[src/rtl/int_agg_pkg.sv]
package int_agg_pkg;
  localparam int unsigned SRC_SOF      = 26;
  localparam int unsigned SRC_SOF_LOST = 27;
  localparam int unsigned SRC_EOT      = 28;
  localparam int unsigned SRC_SUSPEND  = 29;
  localparam int unsigned SRC_RESUME   = 30;
  localparam int unsigned SRC_BUS_RST  = 31;

  typedef struct packed {
    logic pol;    // 1: active high
    logic pulse;  // 1: pulsed signalling
  } pin_cfg_t;
endpackage

[src/rtl/int_status_bank.sv]
module int_status_bank #(
  parameter int unsigned N = 32
) (
  input  logic         clk_i,
  input  logic         rst_ni,
  input  logic [N-1:0] set_i,
  input  logic         clr_we_i,
  input  logic [N-1:0] clr_mask_i,
  output logic [N-1:0] stat_o
);
  for (genvar i = 0; i < N; i++) begin : g_bit
    logic bit_q;
    always_ff @(posedge clk_i or negedge rst_ni) begin
      if (!rst_ni)                        bit_q <= 1'b0;
      else if (set_i[i])                  bit_q <= 1'b1;  // set wins over clear
      else if (clr_we_i && clr_mask_i[i]) bit_q <= 1'b0;
    end
    assign stat_o[i] = bit_q;
  end
endmodule

[src/rtl/int_pulse_gen.sv]
module int_pulse_gen #(
  parameter int unsigned LEN = 8
) (
  input  logic clk_i,
  input  logic rst_ni,
  input  logic mode_i,
  input  logic trig_i,
  output logic active_o
);
  localparam int unsigned CW = $clog2(LEN + 1);
  logic [CW-1:0] cnt_q;

  always_ff @(posedge clk_i or negedge rst_ni) begin
    if (!rst_ni)                       cnt_q <= '0;
    else if (!mode_i)                  cnt_q <= '0;
    else if (cnt_q == '0 && trig_i)    cnt_q <= CW'(LEN);
    else if (cnt_q != '0)              cnt_q <= cnt_q - 1'b1;
  end

  assign active_o = (cnt_q != '0);
endmodule

[src/rtl/int_pin_drive.sv]
module int_pin_drive
  import int_agg_pkg::*;
(
  input  pin_cfg_t cfg_i,
  input  logic     level_act_i,
  input  logic     pulse_act_i,
  output logic     pin_o
);
  logic act;
  assign act   = cfg_i.pulse ? pulse_act_i : level_act_i;
  assign pin_o = cfg_i.pol ? act : ~act;
endmodule

[src/rtl/int_aggregator.sv]
module int_aggregator
  import int_agg_pkg::*;
#(
  parameter int unsigned NUM_SRC      = 32,
  parameter int unsigned PULSE_CYCLES = 8
) (
  input  logic               clk_i,
  input  logic               rst_ni,
  input  logic [NUM_SRC-1:0] event_i,
  input  logic               en_we_i,
  input  logic [NUM_SRC-1:0] en_wdata_i,
  input  logic               cfg_we_i,
  input  logic               cfg_pol_i,
  input  logic               cfg_pulse_i,
  input  logic               clr_we_i,
  input  logic [NUM_SRC-1:0] clr_mask_i,
  output logic [NUM_SRC-1:0] status_o,
  output logic [NUM_SRC-1:0] en_o,
  output logic               irq_o
);
  logic [NUM_SRC-1:0] en_q;
  pin_cfg_t           cfg_q;
  logic               level_act, pulse_act, trig;

  // mask is touched only by its write port; bus reset is just an event
  always_ff @(posedge clk_i or negedge rst_ni) begin
    if (!rst_ni)      en_q <= '0;
    else if (en_we_i) en_q <= en_wdata_i;
  end

  always_ff @(posedge clk_i or negedge rst_ni) begin
    if (!rst_ni)       cfg_q <= '0;
    else if (cfg_we_i) cfg_q <= '{pol: cfg_pol_i, pulse: cfg_pulse_i};
  end

  int_status_bank #(.N(NUM_SRC)) u_status (
    .clk_i      (clk_i),
    .rst_ni     (rst_ni),
    .set_i      (event_i),
    .clr_we_i   (clr_we_i),
    .clr_mask_i (clr_mask_i),
    .stat_o     (status_o)
  );

  assign level_act = |(status_o & en_q);
  assign trig      = |(event_i & en_q);

  int_pulse_gen #(.LEN(PULSE_CYCLES)) u_pulse (
    .clk_i    (clk_i),
    .rst_ni   (rst_ni),
    .mode_i   (cfg_q.pulse),
    .trig_i   (trig),
    .active_o (pulse_act)
  );

  int_pin_drive u_pin (
    .cfg_i       (cfg_q),
    .level_act_i (level_act),
    .pulse_act_i (pulse_act),
    .pin_o       (irq_o)
  );

  assign en_o = en_q;
endmodule

[config.mk]
export PLATFORM = sky130hd
export DESIGN_NAME = int_aggregator
export DESIGN_NICKNAME = d
export VERILOG_FILES = /design/src/rtl/int_agg_pkg.sv /design/src/rtl/int_status_bank.sv /design/src/rtl/int_pulse_gen.sv /design/src/rtl/int_pin_drive.sv /design/src/rtl/int_aggregator.sv
export SDC_FILE = /design/constraint.sdc
export NUM_CORES = 1
export LEC_CHECK = 0
export BUFFER_PORTS_ARGS = -buffer_cell sky130_fd_sc_hd__buf_2
export CELL_PAD_IN_SITES_DETAIL_PLACEMENT = 0
export CELL_PAD_IN_SITES_GLOBAL_PLACEMENT = 1
export CORE_MARGIN = 5
export CORE_UTILIZATION = 36
export DETAILED_ROUTE_END_ITERATION = 10
export PLACE_DENSITY_LB_ADDON = 0.1
export SETUP_SLACK_MARGIN = 0.15
export SLEW_MARGIN = 20
export SYNTH_ARGS = -nofsm -noshare
export SYNTH_HDL_FRONTEND = slang
export SYNTH_SLANG_ARGS = --single-unit
export TNS_END_PERCENT = 100
[constraint.sdc]
create_clock -name clk_i -period 2.5 [get_ports clk_i]
set_clock_uncertainty 0.05 [all_clocks]
set_input_delay 0.5 -clock clk_i [delete_from_list [all_inputs] [get_ports clk_i]]
set_output_delay 0.5 -clock clk_i [all_outputs]
set_load 0.02 [all_outputs]
==> Word-level counts from Yosys, hierarchy flattened <==
Index checks and enable logic that the tools add are counted.
W data, S select, Z words.
{ "word_totals": {"regBits": 70, "in_bits": 103, "out_inout_bits": 65, "elab_cells": 179} }
{ "classes": {"addsub": 1, "eq_ne": 1, "n_mux": 69, "bitwise": 3, "reduce_logical": 69} }
{ "ops": {"columns": ["op", "count"], "rows": [
  ["$mux W1", 66],
  ["$and A32 B32 Y32", 2],
  ["$reduce_bool A2 Y1", 32],
  ["$reduce_or A32 Y1", 2],
  ["$logic_and A1 B1 Y1", 33],
  ["$mux W4", 3],
  ["$logic_not A4 Y1", 1],
  ["$reduce_bool A4 Y1", 1],
  ["$sub A4 B1 Y4 const B", 1],
  ["$ne A3 B1 Y1 const B", 1],
  ["$not A1 Y1", 1]
]} }

==> Depth between registers and ports, before layout <==
{ "logic_depth": {"ltp_word": 5, "mapped_depth": 7} }

==> By module <==
From an unflattened synthesis, not the netlist that was laid out.
{ "hier_totals": {"cells_unflattened": 270, "hier_area_um2": 3251.9} }
{ "modules_own_cells": {"columns": ["module", "instances", "cells_each", "area_each_um2"], "rows": [
  ["int_aggregator", 1, 114, 1557.7],
  ["int_status_bank", 1, 131, 1435.1],
  ["int_pulse_gen", 1, 23, 240.2],
  ["int_pin_drive", 1, 2, 18.8]
]} }

==> Worst setup path after synthesis <==
No wires, ideal clock.
{ "synth_path": {"path_kind": "reg2out", "start": "register en_q[13] (netlist: en_o[13])", "end": "output irq_o", "arrival_time_ns": 1.526, "required_time_ns": 1.950, "setup_slack_ns": 0.424, "path_stages_with_launch": 6, "path_cell_list": "dfrtp_1 a22o_1 a221oi_1 and3_1 a32oi_1 xnor2_1"} }
{ "synth_between": {"elab_chain_cells": 5} }
{ "synth_lines": {"columns": ["element", "line", "source"], "rows": [
  ["from (decl)", "int_aggregator.sv:21", "logic [NUM_SRC-1:0] en_q;"],
  ["from (signal assigned)", "int_aggregator.sv:28", "else if (en_we_i) en_q <= en_wdata_i;"],
  ["$and A32 B32 Y32 *", "int_aggregator.sv:45", "assign level_act = |(status_o & en_q);"],
  ["$reduce_or A32 Y1 *", "int_aggregator.sv:45", null],
  ["$mux W1 *", "int_pin_drive.sv:10", "assign act = cfg_i.pulse ? pulse_act_i : level_act_i;"],
  ["$not A1 Y1", "int_pin_drive.sv:11", "assign pin_o = cfg_i.pol ? act : ~act;"],
  ["$mux W1 *", "int_pin_drive.sv:11", null],
  ["to (decl)", "int_aggregator.sv:19", "output logic irq_o"]
]} }
Every way passes the cells marked *; elsewhere a longest branch is shown, timed or not.

==> Worst setup path after layout <==
{ "layout_path": {"start": "register u_status.g_bit[13].bit_q", "end": "output irq_o"} }
{ "layout_between": {"elab_chain_cells": 5} }
{ "layout_lines": {"columns": ["element", "line", "source"], "rows": [
  ["from (decl)", "int_status_bank.sv:12", "logic bit_q;"],
  ["from (signal assigned)", "int_status_bank.sv:14", "if (!rst_ni) bit_q <= 1'b0;"],
  ["from (signal assigned)", "int_status_bank.sv:15", "else if (set_i[i]) bit_q <= 1'b1;"],
  ["from (signal assigned)", "int_status_bank.sv:16", "else if (clr_we_i && clr_mask_i[i]) bit_q <= 1'b0;"],
  ["$and A32 B32 Y32 *", "int_aggregator.sv:45", null],
  ["$reduce_or A32 Y1 *", "int_aggregator.sv:45", null],
  ["$mux W1 *", "int_pin_drive.sv:10", null],
  ["$not A1 Y1", "int_pin_drive.sv:11", null],
  ["$mux W1 *", "int_pin_drive.sv:11", null]
]} }
Marked as above.

==> results.cfg <==
[place]
placed_area_um2 = 3930
dpl_worst_slack_ns = 0.294
dp_hpwl_mm = 7.84
gp_congestion = 0.767
post-place-cells = 509
port-buffer-count = 167

[floorplanning]
core-area_um2 = 8680
start_util_pct = 36.9
num_rows = 34
fp.dieW_um = 104
die_area_um2 = 10900
ios = 168
fp.dieH_um = 104

[synth]
postSynthAreaPerCell_um2 = 11.9
synth_cell_types = 26
syn-num-nets = 375
ys_async_sr_fraction_pct = 100
ys_seq_area_share_pct = 54.7
yosysWarnings = 0
synth-edff-count = 0
synthCells = 270
synth_area_um2 = 3200
ys_ff_latch = 70
synth-main-ff-cell = dfrtp_1

[timing]
whs_ns = 0.212
hold_violations = 0
rsz0062_at_grt = yes
period_needed_ns = 2.42
fmax_ghz = 0.413
final.setup.worst_slack_ns = 0.0808
slew_viol_final = 0
fin_tns_setup_ns = 0
worst_pin_slew_ns = 0.907
min_period_over_period_pct = 96.8
slew_headroom_pct = 39.5
finalSetupViolations = 0

[final_layout]
final_cells = 530
antenna_cells = 0
fin_nets = 522
drive_gt1_share_pct = 54.7
area_growth_pct = 32.8
design_area_um2 = 4250

[clocking]
root_buffer = clkbuf_8
cts_buffers = 9
clock-sinks = 70
clockBufferDepth = 2
cts.reportedPaths.clkPinSlew_ns = 0.08
clkLatencyLatePin_ns = 0.34
cts_tree = built
htree_num_levels = 3

[drt]
routed_wl_mm = 9.98
ant_nets = 0
viasPerCell = 4.95
firstDrtPassIters = 4
drtIter0Drc = 99
top_layer_used = met4
drc = 0
wl_met3_um = 661
dr_total_vias = 2626
wl_met2_mm = 5.06
wl_met1_mm = 4.20
routedWlPerCell_um = 18.8

[status]
run_status = complete, no violations

[critical_path]
worstPathRequired_ns = 1.95
slowest_delay_ns = 0.40
cp_max_fo = 2
crit_buf_inv = 1
critPathArrivalTime_ns = 1.87
end_kind = output port
critPathKind = reg2out
cpMaxStageDelayCell = dfrtp_1
start_kind = register
crit_chain = a22o_1 -> a221oi_2 -> and3_1 -> a32oi_2 -> xnor2_1 -> buf_4
critPathTopFamily = compound AO/OA/AOI/OAI gates

[global_route]
grt_usage_pct = 18.2
grt_pass1_wl_mm = 15.5
grt_overflow_total = 0
grt_pass1_vias = 2842
grt_start_max_net_pins = 71
antenna_found_initial = 0

[pwr]
p_per_area_nw_per_um2 = 747
leakagePower_uw = 0.00205
peakVddDrop_v = 0.000286

[min_path]
hold_path_class = in2async

[job]
maxCapViolCount = 0
==> sequential cells by signal, summed over array words and instances (netlist names) <==
name                  flops
en_o                     32
u_status.g_bit.bit_q     32
u_pulse.cnt_q             4
cfg_q                     2
==> through the flow <==
step	util, %	power, uW
2_1_floorplan	-	1790
3_3_place_gp	45.3	2050
3_5_place_dp	45.3	2060
4_1_cts	48.7	3200
5_1_grt	49.0	3340
6_report	49.0	3180
==> final cells by class <==
| cell class | instances | area, um^2 |
|---|---|---|
| inverter | 3 | 11.3 |
| clock buffer | 11 | 131 |
| timing repair buffer | 175 | 901 |
| fill | 857 | 4420 |
| multi-input combinational | 158 | 1210 |
| sequential | 70 | 1750 |
| clock inverter | 5 | 108 |
| tap | 108 | 135 |
==> power by group <==
part | switching [uW] | leakage, uW | internal (uW)
Sequential | 123 | 0.000771 | 1250
Clock | 437 | 0.000118 | 667
Combinational | 382 | 0.00116 | 323
Total | 942 | 0.00205 | 2240
==> Yosys cell counts, drive strengths merged (3+ instances only) <==
cell / count / share of area (%)
inv: 3 / 0.35
buf: 35 / 8.0
mux2: 33 / 12
clkbuf: 4 / 0.47
a21o: 32 / 7.5
nand2: 37 / 4.3
dfrtp: 70 / 55
a22oi: 26 / 6.1
nand4: 5 / 0.98
==> logic make-up (layout without fill, tap and decap cells) <==
kind of cell	count (synthesis)	in the layout	synth area share, %
DFF	70	70	54.7
and+or+nand+nor	50	50	6.91
xor gates and xnor gates	2	2	0.547
buffers and inverters	42	194	8.79
muxes	33	33	11.6
adders and majority gates	2	2	0.781
AOI/OAI and AO/OA	71	71	16.7
==> timing repair <==
action	in CTS	in global routing
setup endpoints to repair	1	1
resized for setup	8	2
setup buffers	2	3
hold buffers	0	0
pin swaps	5	2
==> metal layers <==
| layer | track usage (%) | vias to the layer above |
|---|---|---|
| li1 | - | 1248 |
| met1 | 22.4 | 1285 |
| met2 | 30.5 | 87 |
| met3 | 7.01 | 6 |
| met4 | 3.52 | 0 |
| met5 | 0 | - |
==> placed cells by master (no fill, tap or decap), types with 3 or more instances in the layout <==
cell	count
a21o_1	32
nand4_1	5
buf_4	10
bufinv_16	3
mux2_2	33
nand2_1	37
buf_2	165
a22oi_2	4
inv_1	3
dfrtp_1	69
clkbuf_8	9
a22oi_1	22
==> path summary, 6_finish.rpt <==
kind                       slack (ns)                       end  cells after the start                     start
max                              0.08                     irq_o                      6  u_status.g_bit[13].bit_q
min                              0.21  u_status.g_bit[15].bit_q                      1                    rst_ni
max reg2reg                      0.42          u_pulse.cnt_q[3]                      7          u_pulse.cnt_q[0]
min reg2reg                      0.45  u_status.g_bit[15].bit_q                      1  u_status.g_bit[15].bit_q
max in group asynchronous        1.56                  en_o[18]                      1                    rst_ni
min in group clk_i               0.30  u_status.g_bit[30].bit_q                      2               event_i[30]
Note: power is estimated with default switching activity, not from simulation.
